$ cat src/rtl/rmp_pkg.sv
package rmp_pkg;

  // Increment that stops at a ceiling instead of wrapping.
  function automatic logic [31:0] sat_inc(input logic [31:0] v, input logic [31:0] ceil_v);
    logic [31:0] r;
    if (v >= ceil_v) r = ceil_v;
    else             r = v + 32'd1;
    return r;
  endfunction

  // Estimated cycles saved by an interval's promotions.
  function automatic logic [63:0] gain_est(input logic [31:0] miss_sum, input logic [31:0] lat_gap);
    return 64'(miss_sum) * 64'(lat_gap);
  endfunction

  // Estimated cycles spent moving data in an interval.
  function automatic logic [63:0] cost_est(input logic [31:0] moves, input logic [31:0] per_move);
    return 64'(moves) * 64'(per_move);
  endfunction

  // One-step threshold update, clamped to [1, tmax].
  function automatic logic [31:0] adapt_thr(input logic [31:0] thr, input logic [31:0] moves,
                                            input logic [31:0] miss_sum, input logic [31:0] lat_gap,
                                            input logic [31:0] per_move, input logic [31:0] tmax);
    logic [31:0] r;
    if (gain_est(miss_sum, lat_gap) > cost_est(moves, per_move)) begin
      r = (thr > 32'd1) ? thr - 32'd1 : 32'd1;
    end else begin
      r = (thr < tmax) ? thr + 32'd1 : tmax;
    end
    return r;
  endfunction

endpackage

$ cat src/rtl/rmp_open_rows.sv
module rmp_open_rows #(
  parameter int unsigned BANK_W = 2,
  parameter int unsigned ROW_W  = 14
) (
  input  logic              clk,
  input  logic              rst_n,
  input  logic              acc_valid,
  input  logic [BANK_W-1:0] acc_bank,
  input  logic [ROW_W-1:0]  acc_row,
  output logic              acc_hit
);
  localparam int unsigned NBANK = 1 << BANK_W;

  logic [NBANK-1:0] open_vld_q;
  logic [ROW_W-1:0] open_row_q [NBANK];

  assign acc_hit = acc_valid && open_vld_q[acc_bank] && (open_row_q[acc_bank] == acc_row);

  always_ff @(posedge clk or negedge rst_n) begin
    if (!rst_n) begin
      open_vld_q <= '0;
      for (int b = 0; b < NBANK; b++) open_row_q[b] <= '0;
    end else if (acc_valid) begin
      open_vld_q[acc_bank] <= 1'b1;
      open_row_q[acc_bank] <= acc_row;
    end
  end
endmodule

$ cat src/rtl/rmp_tracker.sv
module rmp_tracker #(
  parameter int unsigned ENTRIES = 16,
  parameter int unsigned KEY_W   = 16,
  parameter int unsigned CNT_W   = 4
) (
  input  logic               clk,
  input  logic               rst_n,
  input  logic               acc_valid,
  input  logic               acc_miss,
  input  logic [KEY_W-1:0]   acc_key,
  input  logic               clear,
  input  logic               inval_en,
  input  logic [KEY_W-1:0]   inval_key,
  input  logic [CNT_W-1:0]   thr,
  input  logic               allow,
  output logic               trig,
  output logic [CNT_W-1:0]   trig_cnt,
  output logic [ENTRIES-1:0] vld_vec
);
  import rmp_pkg::*;

  localparam int unsigned IDX_W   = (ENTRIES > 1) ? $clog2(ENTRIES) : 1;
  localparam int unsigned CNT_MAX = (1 << CNT_W) - 1;

  logic [ENTRIES-1:0] vld_q, vld_eff, vld_nxt, hit_vec;
  logic [KEY_W-1:0]   key_q [ENTRIES];
  logic [CNT_W-1:0]   cnt_q [ENTRIES];
  logic [IDX_W-1:0]   age_q [ENTRIES];

  logic [IDX_W-1:0] match_idx, free_idx, lru_idx, tgt_idx;
  logic             match_any, free_any, active, alloc, bump, touch, counted;
  logic [CNT_W-1:0] new_cnt;

  // Entry removal for an accepted request happens before lookup.
  always_comb begin
    vld_eff = vld_q;
    hit_vec = '0;
    for (int i = 0; i < ENTRIES; i++) begin
      if (inval_en && (key_q[i] == inval_key)) vld_eff[i] = 1'b0;
      hit_vec[i] = vld_eff[i] && (key_q[i] == acc_key);
    end
  end

  always_comb begin
    match_idx = '0;
    free_idx  = '0;
    lru_idx   = '0;
    for (int i = ENTRIES - 1; i >= 0; i--) begin
      if (hit_vec[i])                          match_idx = IDX_W'(i);
      if (!vld_eff[i])                         free_idx  = IDX_W'(i);
      if (age_q[i] == IDX_W'(ENTRIES - 1))     lru_idx   = IDX_W'(i);
    end
  end

  assign match_any = |hit_vec;
  assign free_any  = ~&vld_eff;
  assign tgt_idx   = match_any ? match_idx : (free_any ? free_idx : lru_idx);

  assign active  = acc_valid && !clear;
  assign alloc   = active && acc_miss && !match_any;
  assign bump    = active && acc_miss && match_any;
  assign touch   = active && (match_any || acc_miss);
  assign counted = alloc || bump;

  assign new_cnt = alloc ? CNT_W'(1)
                         : CNT_W'(sat_inc(32'(cnt_q[tgt_idx]), 32'(CNT_MAX)));

  assign trig     = counted && allow && (new_cnt >= thr);
  assign trig_cnt = new_cnt;

  always_comb begin
    vld_nxt = vld_eff;
    if (alloc) vld_nxt[tgt_idx] = 1'b1;
    if (clear) vld_nxt = '0;
  end

  assign vld_vec = vld_q;

  always_ff @(posedge clk or negedge rst_n) begin
    if (!rst_n) begin
      vld_q <= '0;
      for (int i = 0; i < ENTRIES; i++) begin
        age_q[i] <= IDX_W'(i);
        key_q[i] <= '0;
        cnt_q[i] <= '0;
      end
    end else begin
      vld_q <= vld_nxt;
      if (alloc)   key_q[tgt_idx] <= acc_key;
      if (counted) cnt_q[tgt_idx] <= new_cnt;
      if (touch) begin
        for (int i = 0; i < ENTRIES; i++) begin
          if (IDX_W'(i) == tgt_idx)             age_q[i] <= '0;
          else if (age_q[i] < age_q[tgt_idx])   age_q[i] <= age_q[i] + 1'b1;
        end
      end
    end
  end
endmodule

$ cat src/rtl/rmp_req_reg.sv
module rmp_req_reg #(
  parameter int unsigned KEY_W = 16,
  parameter int unsigned CNT_W = 4
) (
  input  logic             clk,
  input  logic             rst_n,
  input  logic             trig,
  input  logic [KEY_W-1:0] trig_key,
  input  logic [CNT_W-1:0] trig_cnt,
  input  logic             mig_ready,
  output logic             mig_valid,
  output logic [KEY_W-1:0] mig_key,
  output logic             accept,
  output logic [CNT_W-1:0] accept_cnt,
  output logic             allow
);
  logic [CNT_W-1:0] cnt_q;

  assign accept     = mig_valid && mig_ready;
  assign allow      = !mig_valid || mig_ready;
  assign accept_cnt = cnt_q;

  always_ff @(posedge clk or negedge rst_n) begin
    if (!rst_n) begin
      mig_valid <= 1'b0;
      mig_key   <= '0;
      cnt_q     <= '0;
    end else if (trig) begin
      mig_valid <= 1'b1;
      mig_key   <= trig_key;
      cnt_q     <= trig_cnt;
    end else if (accept) begin
      mig_valid <= 1'b0;
    end
  end
endmodule

$ cat src/rtl/rmp_thresh.sv
module rmp_thresh #(
  parameter int unsigned INTERVAL  = 4096,
  parameter int unsigned CNT_W     = 4,
  parameter int unsigned THR_INIT  = 4,
  parameter int unsigned SLOW_MISS = 8,
  parameter int unsigned FAST_MISS = 2,
  parameter int unsigned MIG_COST  = 20
) (
  input  logic             clk,
  input  logic             rst_n,
  input  logic             accept,
  input  logic [CNT_W-1:0] accept_cnt,
  output logic [CNT_W-1:0] thr,
  output logic             iv_end
);
  import rmp_pkg::*;

  localparam int unsigned IV_W    = (INTERVAL > 1) ? $clog2(INTERVAL) : 1;
  localparam int unsigned THR_MAX = (1 << CNT_W) - 1;
  localparam int unsigned LAT_GAP = SLOW_MISS - FAST_MISS;

  logic [IV_W-1:0]  icnt_q;
  logic [31:0]      moves_q, miss_q, moves_tot, miss_tot;
  logic [CNT_W-1:0] thr_nxt;

  assign iv_end    = (icnt_q == IV_W'(INTERVAL - 1));
  assign moves_tot = moves_q + (accept ? 32'd1 : 32'd0);
  assign miss_tot  = miss_q + (accept ? 32'(accept_cnt) : 32'd0);
  assign thr_nxt   = CNT_W'(adapt_thr(32'(thr), moves_tot, miss_tot, 32'(LAT_GAP),
                                      32'(MIG_COST), 32'(THR_MAX)));

  always_ff @(posedge clk or negedge rst_n) begin
    if (!rst_n) begin
      icnt_q  <= '0;
      moves_q <= '0;
      miss_q  <= '0;
      thr     <= CNT_W'(THR_INIT);
    end else if (iv_end) begin
      icnt_q  <= '0;
      moves_q <= '0;
      miss_q  <= '0;
      thr     <= thr_nxt;
    end else begin
      icnt_q  <= icnt_q + 1'b1;
      moves_q <= moves_tot;
      miss_q  <= miss_tot;
    end
  end
endmodule

$ cat src/rtl/rowmiss_promoter.sv
module rowmiss_promoter #(
  parameter int unsigned BANK_W    = 2,
  parameter int unsigned ROW_W     = 14,
  parameter int unsigned ENTRIES   = 16,
  parameter int unsigned CNT_W     = 4,
  parameter int unsigned INTERVAL  = 4096,
  parameter int unsigned THR_INIT  = 4,
  parameter int unsigned SLOW_MISS = 8,
  parameter int unsigned FAST_MISS = 2,
  parameter int unsigned MIG_COST  = 20
) (
  input  logic              clk,
  input  logic              rst_n,
  input  logic              acc_valid,
  input  logic [BANK_W-1:0] acc_bank,
  input  logic [ROW_W-1:0]  acc_row,
  output logic              acc_hit,
  output logic              mig_valid,
  input  logic              mig_ready,
  output logic [BANK_W-1:0] mig_bank,
  output logic [ROW_W-1:0]  mig_row,
  output logic [CNT_W-1:0]  cur_thr
);
  localparam int unsigned KEY_W = BANK_W + ROW_W;

  // Named internal events, visible to the bound checker.
  logic               acc_miss_w, trig_w, allow_w, accept_w, iv_end_w;
  logic [CNT_W-1:0]   trig_cnt_w, accept_cnt_w;
  logic [KEY_W-1:0]   acc_key_w, mig_key_w;
  logic [ENTRIES-1:0] vld_vec_w;

  assign acc_key_w  = {acc_bank, acc_row};
  assign acc_miss_w = acc_valid && !acc_hit;
  assign mig_bank   = mig_key_w[KEY_W-1 -: BANK_W];
  assign mig_row    = mig_key_w[ROW_W-1:0];

  rmp_open_rows #(.BANK_W(BANK_W), .ROW_W(ROW_W)) u_rows (
    .clk(clk), .rst_n(rst_n), .acc_valid(acc_valid), .acc_bank(acc_bank),
    .acc_row(acc_row), .acc_hit(acc_hit)
  );

  rmp_tracker #(.ENTRIES(ENTRIES), .KEY_W(KEY_W), .CNT_W(CNT_W)) u_trk (
    .clk(clk), .rst_n(rst_n), .acc_valid(acc_valid), .acc_miss(acc_miss_w),
    .acc_key(acc_key_w), .clear(iv_end_w), .inval_en(accept_w), .inval_key(mig_key_w),
    .thr(cur_thr), .allow(allow_w), .trig(trig_w), .trig_cnt(trig_cnt_w),
    .vld_vec(vld_vec_w)
  );

  rmp_req_reg #(.KEY_W(KEY_W), .CNT_W(CNT_W)) u_req (
    .clk(clk), .rst_n(rst_n), .trig(trig_w), .trig_key(acc_key_w), .trig_cnt(trig_cnt_w),
    .mig_ready(mig_ready), .mig_valid(mig_valid), .mig_key(mig_key_w),
    .accept(accept_w), .accept_cnt(accept_cnt_w), .allow(allow_w)
  );

  rmp_thresh #(.INTERVAL(INTERVAL), .CNT_W(CNT_W), .THR_INIT(THR_INIT),
               .SLOW_MISS(SLOW_MISS), .FAST_MISS(FAST_MISS), .MIG_COST(MIG_COST)) u_thr (
    .clk(clk), .rst_n(rst_n), .accept(accept_w), .accept_cnt(accept_cnt_w),
    .thr(cur_thr), .iv_end(iv_end_w)
  );
endmodule

$ cat config.mk
export PLATFORM = sky130hd
export DESIGN_NAME = rowmiss_promoter
export DESIGN_NICKNAME = d
export VERILOG_FILES = /design/src/rtl/rmp_pkg.sv /design/src/rtl/rmp_open_rows.sv /design/src/rtl/rmp_tracker.sv /design/src/rtl/rmp_req_reg.sv /design/src/rtl/rmp_thresh.sv /design/src/rtl/rowmiss_promoter.sv
export SDC_FILE = /design/constraint.sdc
export NUM_CORES = 2
export LEC_CHECK = 0
export BUFFER_PORTS_ARGS = -buffer_cell sky130_fd_sc_hd__buf_2
export CORE_UTILIZATION = 65
export CTS_CLUSTER_DIAMETER = 200
export CTS_CLUSTER_SIZE = 8
export DETAILED_ROUTE_END_ITERATION = 10
export PLACE_DENSITY = 0.83
export SYNTH_ARGS = -nofsm -noshare
export SYNTH_HDL_FRONTEND = slang
export SYNTH_HIERARCHICAL = 1
export SYNTH_SLANG_ARGS = --single-unit
$ cat constraint.sdc
create_clock -name clk -period 9.3 [get_ports clk]
set_input_delay 1.395 -clock clk [delete_from_list [all_inputs] [get_ports clk]]
set_output_delay 1.395 -clock clk [all_outputs]
set_load 0.03 [all_outputs]
### Word-level counts from Yosys, hierarchy flattened

Index checks and enable logic that the tools add are counted.

* register bits after elaboration: 561
* latch bits: 0
* bits in writable memories: 0
* memory bits (read-only): 0
* input bits: 20
* output and inout bits: 22
* word-level logic and storage cells: 409
* memories: 0

* add/subtract/negate cells: 22
* multiply operators: 2
* divide/modulo/power cells: 0
* order comparisons: 29
* equal/unequal tests: 65
* shift-type cells: 0
* muxes and demuxes: 136
* bitwise gates (word level): 4
* reductions and logical operators: 90

Operators by type and width (number)
* $eq A16 B16 Y1: 32
* $mux W4: 93
* $bwmux W256: 1
* $add A4 B1 Y4 const B: 18
* $add A32 B32 Y32: 2
* $bwmux W64: 1
* $demux W16 S4: 1
* $eq A4 B4 Y1 const B: 16
* $lt A4 B4 Y1: 16
* $mux W32: 2
* $bwmux W56: 1
* $mux W16: 3
* $logic_and A1 B1 Y1: 47
* $mux W14: 3
* $gt A35 B37 Y1: 1
* $mul A32 B3 Y35 const B: 1
* $mul A32 B2 Y34 const B: 1
* $reduce_bool A2 Y1: 17
* $bmux W4 S4: 2
* $eq A4 B4 Y1 const A: 8
* $reduce_and A2 Y1: 16
* $bmux W14 S2: 1
* $demux W14 S2: 1
* $mux W1: 22
* 33 further kinds: 42

### Longest topological paths before layout

* depth after elaboration: 31
* mapped depth: 31

### Hierarchy

The synthesis kept the hierarchy.

Modules (own cells, without submodules)
* rmp_tracker: times used 1, cells an instance 2560, area each 25739.7 sq um
* rmp_thresh: times used 1, cells an instance 1003, area each 8718.4 sq um
* rmp_open_rows: times used 1, cells an instance 189, area each 2821.5 sq um
* rmp_req_reg: times used 1, cells an instance 46, area each 863.3 sq um
* rowmiss_promoter: times used 1, cells an instance 1, area each 13.8 sq um

### Least setup slack after synthesis

OpenSTA, ideal clock, no wires.

* path kind: input-to-reg
* from: input port mig_ready
* to: register u_thr.thr[3]
* arrival: 7579 ps
* setup slack: 1644 ps
* stages: 28
* path buffers: 0
* path through: and2_1 > and2_1 > ha_1 > fa_1 > a211oi_2 > nor3_2 > xnor2_2 > inv_1 > ha_1 > nor2_1 > a21oi_1 > o21ai_0 > nor4b_1 > o41ai_1 > a211o_1 > a2111o_1 > nand2_2 > o211ai_1 > ha_1 > nand4_1 > or2_2 > nor4_1 > o21ai_0 > o211ai_1 > o221ai_1 > nor2_1 > mux2_2 > a21oi_1

* word-level cells in the longest chain between the ends: 6

RTL lines
* start, declared: line rowmiss_promoter.sv:19 `input logic mig_ready,`
* $logic_and A1 B1 Y1 (*): line rmp_req_reg.sv:19 `assign accept = mig_valid && mig_ready;`
* $mux W4 / $mux W1 (equally long branches): line rmp_thresh.sv:28, rmp_thresh.sv:27
* $add A32 B32 Y32, on equally long branches: line rmp_thresh.sv:28, rmp_thresh.sv:27
* $mul A32 B2 Y34 / $mul A32 B3 Y35 (equally long branches): line rmp_pkg.sv:13, rmp_pkg.sv:18
* $gt A35 B37 Y1 (*): line rmp_pkg.sv:26 `if (gain_est(miss_sum, lat_gap) > cost_est(moves, per_move)) begin`
* $mux W4 (*): line rmp_pkg.sv:26
* end signal, assigned: line rmp_thresh.sv:37 `thr <= CNT_W'(THR_INIT);`
* end signal, assigned: line rmp_thresh.sv:42 `thr <= thr_nxt;`
* end, declared: line rmp_thresh.sv:13 `output logic [CNT_W-1:0] thr,`

Every way passes the cells marked *; elsewhere a longest branch is shown, timed or not.
A chain may end at the register's enable or synchronous reset.

### Worst setup path after layout

* from: input port acc_row[5]
* to: register u_req.mig_key[11]

* word-level cells in the longest chain between the ends: 28

RTL lines
* start, declared: line rowmiss_promoter.sv:16 `input logic [ROW_W-1:0] acc_row,`
* $eq A16 B16 Y1: line rmp_tracker.sv:40 `hit_vec[i] = vld_eff[i] && (key_q[i] == acc_key);`
* $logic_and A1 B1 Y1: line rmp_tracker.sv:40
* $mux W4 (16 in series): line rmp_tracker.sv:49 `if (hit_vec[i]) match_idx = IDX_W'(i);`
* $mux W4: line rmp_tracker.sv:57 `assign tgt_idx = match_any ? match_idx : (free_any ? free_idx : lru_idx);`
* $not A4 Y5 (not written as such): line rmp_tracker.sv:66 `: CNT_W'(sat_inc(32'(cnt_q[tgt_idx]), 32'(CNT_MAX)));`
* $bmux W4 S4: line rmp_tracker.sv:66
* $mux W4 (not written as such) (2 in series): line rmp_tracker.sv:66
* $add A4 B1 Y4 / $ge A4 B4 Y1 (equally long branches): line rmp_pkg.sv:7, rmp_pkg.sv:6
* $mux W4: line rmp_pkg.sv:6 `if (v >= ceil_v) r = ceil_v;`
* $mux W4 (*): line rmp_tracker.sv:65 `assign new_cnt = alloc ? CNT_W'(1)`
* named net trig_cnt_w[1]: line rowmiss_promoter.sv:28 `logic [CNT_W-1:0] trig_cnt_w, accept_cnt_w;`
* $ge A4 B4 Y1 (*): line rmp_tracker.sv:68 `assign trig = counted && allow && (new_cnt >= thr);`
* $logic_and A1 B1 Y1 (*): line rmp_tracker.sv:68
* named net trig_w: line rowmiss_promoter.sv:27 `logic acc_miss_w, trig_w, allow_w, accept_w, iv_end_w;`
* end signal, assigned: line rmp_req_reg.sv:30 `mig_key <= trig_key;`
* end, declared: line rmp_req_reg.sv:12 `output logic [KEY_W-1:0] mig_key,`

The timed path passes the listed nets; every way through them passes the cells marked *. The select of a mux whose other input is x is not followed.

==> metrics <==
power share of the combinational group=between 50% and 60%; Adder-Cell Fraction of Synth Area=under 10%; Post-Syn Nets=roughly 4000; layout cell share with drive strength beyond 1=between 10% and 20%; GR Overflow Total=0; Leak=18.95 nW; setup TNS=0 ns; Post-synth top flop=dfrtp_1; first-pass GRT wire length=~170000 µm; Post-Syn Area=between 30000 and 40000 µm²; core box area=slightly below 60000 µm²; Worst Setup Start Kind=primary input; portion of netlist area occupied by mux cells=12.71%; Wirelength per Cell=23.74 µm; largest net degree at the start of global routing=167; Layout Skew=0.07708 ns; # DRC=0; DIE WIDTH=around 240 µm; die area=59680 µm²; Mapped Cells=3799; 1st-iter DRT viols=2965; Flop pwr share=around 28%; post-synthesis async set-or-reset flop share=100.0%; Hold Crit Class=register to register; clk sinks=561; post-CTS resize count=0; Root Driver=clkbuf_16; via count=~31000; Synth cell types=between 100 and 150; final setup fails=0; fmax=about 0.12 GHz; Seq/Total Area, Yosys=between 30% and 40%; Simple-Gate Fraction of Synth Area=14.93%; I/O pin cnt=42; Least-Margin Pin Slew=1.189 ns; number of synthesized register bits=around 560; number of synthesized flops with an enable pin=0; largest family of logic cells by synthesized area=simple AND/OR/NAND/NOR gates; clock network power share=between 10% and 20%; WL final=around 110000 µm; cts hold-fix bufs=0; Clock Tree Buf Depth=3; Routed Antenna Nets=0; PwrDens=between 300 and 400 nW/µm²; Switching Share=a little under half; layout net count=just over 4000; post-synthesis average cell area=10.04 µm²; Area Growth Syn to Fin=9.444%; crit path kind=primary input to register; crit-path max FO=20; gp weighted congestion=1.005; # Post-CTS Setup Buffers=0; initial antenna violation count=1; drt pass-1 iters=6; utilization after layout=~72%; gr usage total=about 37%; P_sw=roughly 0.0063 W; row count=about 90; Power, Total=roughly 0.014 W; Yosys warnings=6; Final Hold Viols=0; H-Tree Depth=3; max_cap viols=0; # port buffers=41; CP required=approximately 9.8 ns; Final min period=between 8 and 9 ns; DIE HEIGHT=244.3 µm; Final period util=90.17%; clock latency on the worst-skew pair=a little under 0.7 ns; VDD IR-drop max=0.2369 mV; CTS tree=yes; run status=completed; Slew headroom=20.49%; initial cell density of the core=between 60 and 70%; RSZ-0062 raised after global routing=no; vias in the first global route=between 30000 and 40000; ant diodes=0; CTS buffer count=80; Crit. End Element=register; Internal Power=around 0.0077 W; Compound-Gate Fraction of Synth Area=between 10% and 20%; Worst-path clk slew=roughly 0.050 ns; max-slew violations=0; Critical Path AT=8.93 ns; Final HPWL DP=a little over 70000 µm; Via density=around 6.7; xor-xnor portion of the synthesized cell area=14.87%
## cell usage in the layout (no fill, tap or decap), types with 15 or more instances in the layout
cell       synthesis  layout
nor3_1            48      47
ha_1             203     203
a211oi_1          17      17
and2_1            78      78
o211ai_1          50      50
a22o_1            15      15
nand2b_1          49      49
mux2_4            19      19
xnor2_1          359     359
mux2i_1           53      53
and3_1            27      27
nand4_1          109     109
nor4_1            92      92
buf_2             48      40
or4_1             18      18
nand2_1          295     295
a21oi_1          140     140
inv_1             69      69
nor2_1           124     123
nand3_1          127     126
dfstp_2           33      33
o21a_1            18      18
a21o_1            53      53
clkbuf_1         123      28
clkbuf_16          0      80
o31ai_1           34      34
xor2_1           287     287
nor2b_1           27      27
o21ai_1           24      27
buf_4              6     116
or3_1             17      17
o21ai_0          123     119
dfrtp_1          528     528
mux2_2           297     297
mux2_1            42      42
## area by class of cell
| type | instances | area [µm²] |
|---|---|---|
| repair buffers | 161 | 1166 |
| inverters | 71 | 266.5 |
| flip-flops and latches | 561 | 14080 |
| clock buffers | 108 | 2107 |
| fillers | 3901 | 16050 |
| multi-input cells | 2972 | 22970 |
| well taps | 765 | 957.2 |
| clock inverters | 8 | 209.0 |
## cells by family after synthesis
family | Yosys count
buf+inv | 266
flops | 561
compound gates | 617
xor+xnor | 647
fa+ha+maj | 206
mux | 421
simple gates | 1081
## worst max-delay path, cell delays in order
cell,delay (ns)
buf_2,0.58
buf_4,0.37
buf_4,0.20
xnor2_1,0.17
nand4_1,0.22
nor4_1,0.71
o211ai_1,0.40
nand3b_1,0.27
o2111a_1,0.15
a221o_1,0.39
o21ai_4,0.28
buf_4,0.41
mux2i_1,0.13
o21ai_0,0.29
a41oi_1,0.19
nor3_1,0.49
and3_1,0.29
o21ai_1,0.09
buf_4,0.17
inv_1,0.11
ha_1,0.17
a21o_1,0.09
a21o_1,0.10
a21oi_1,0.08
nor2_2,0.34
buf_4,0.39
mux2_2,0.40
## synth_stat cells (69+ instances only)
cell / count / area share (%)
a21oi_1: 140 / 1.8
and2_1: 78 / 1.3
clkbuf_1: 123 / 1.2
dfrtp_1: 528 / 35
ha_1: 203 / 6.7
inv_1: 69 / 0.68
mux2_2: 297 / 8.8
nand2_1: 295 / 2.9
nand3_1: 127 / 1.7
nand4_1: 109 / 1.8
nor2_1: 124 / 1.2
nor4_1: 92 / 1.5
o21ai_0: 123 / 1.6
xnor2_1: 359 / 8.2
xor2_1: 287 / 6.6
## registers in the layout, summed over array words and instances, names as in the netlist
signal             count
u_thr/icnt_q          12
u_thr/moves_q         32
u_rows/open_vld_q      4
u_req/accept_cnt       4
u_thr/thr              4
u_trk/key_q          256
u_trk/vld_vec         16
u_rows/open_row_q     56
u_trk/age_q           64
u_trk/cnt_q           64
u_req/mig_valid        1
u_req/mig_key         16
u_thr/miss_q          32
## path summary, 6_finish.rpt
path | slack [ns] | to | cells past startpoint | from
worst max-delay path | 0.91 | u_req/mig_key[11] | 27 | acc_row[5]
worst min-delay path | 0.46 | u_rows/open_vld_q[3] | 1 | u_rows/open_vld_q[3]
worst max register to register | 1.10 | u_req/mig_key[11] | 24 | u_req/mig_key[14]
worst min register to register | 0.46 | u_rows/open_vld_q[3] | 1 | u_rows/open_vld_q[3]
max in group asynchronous | 6.48 | u_trk/age_q[38] | 3 | rst_n
min in group asynchronous | 0.79 | u_rows/open_vld_q[3] | 1 | rst_n
## power groups by stage
stage                     Clock, W  Sequential [W]  Combinational [W]
after floorplan                  0         0.00364            0.00526
after CTS                  0.00277         0.00384            0.00724
after global routing       0.00287         0.00394            0.00799
final                      0.00274         0.00388            0.00741
after global placement           0         0.00381            0.00687
after detailed placement         0         0.00385            0.00709
## per-stage QoR
step	setup WS (ns)	hold WS [ns]	area [µm²]	std cells
finish	0.9143	0.4617	41760	4646
global route	0.5660	0.4738	41760	4646
CTS	1.200	0.4616	41760	4646
detailed placement	0.6018	0.4477	39440	4530
global placement	0.7706	0.4417	39440	4530
floorplan	1.644	0.4286	38160	3799
## layer usage
layer	track usage, %	wire [µm]
met1	45.46	42080
met2	58.85	50420
met3	7.441	9808
met4	24.83	7975
met5	0	13
Note: power is estimated with default switching activity, not from simulation.
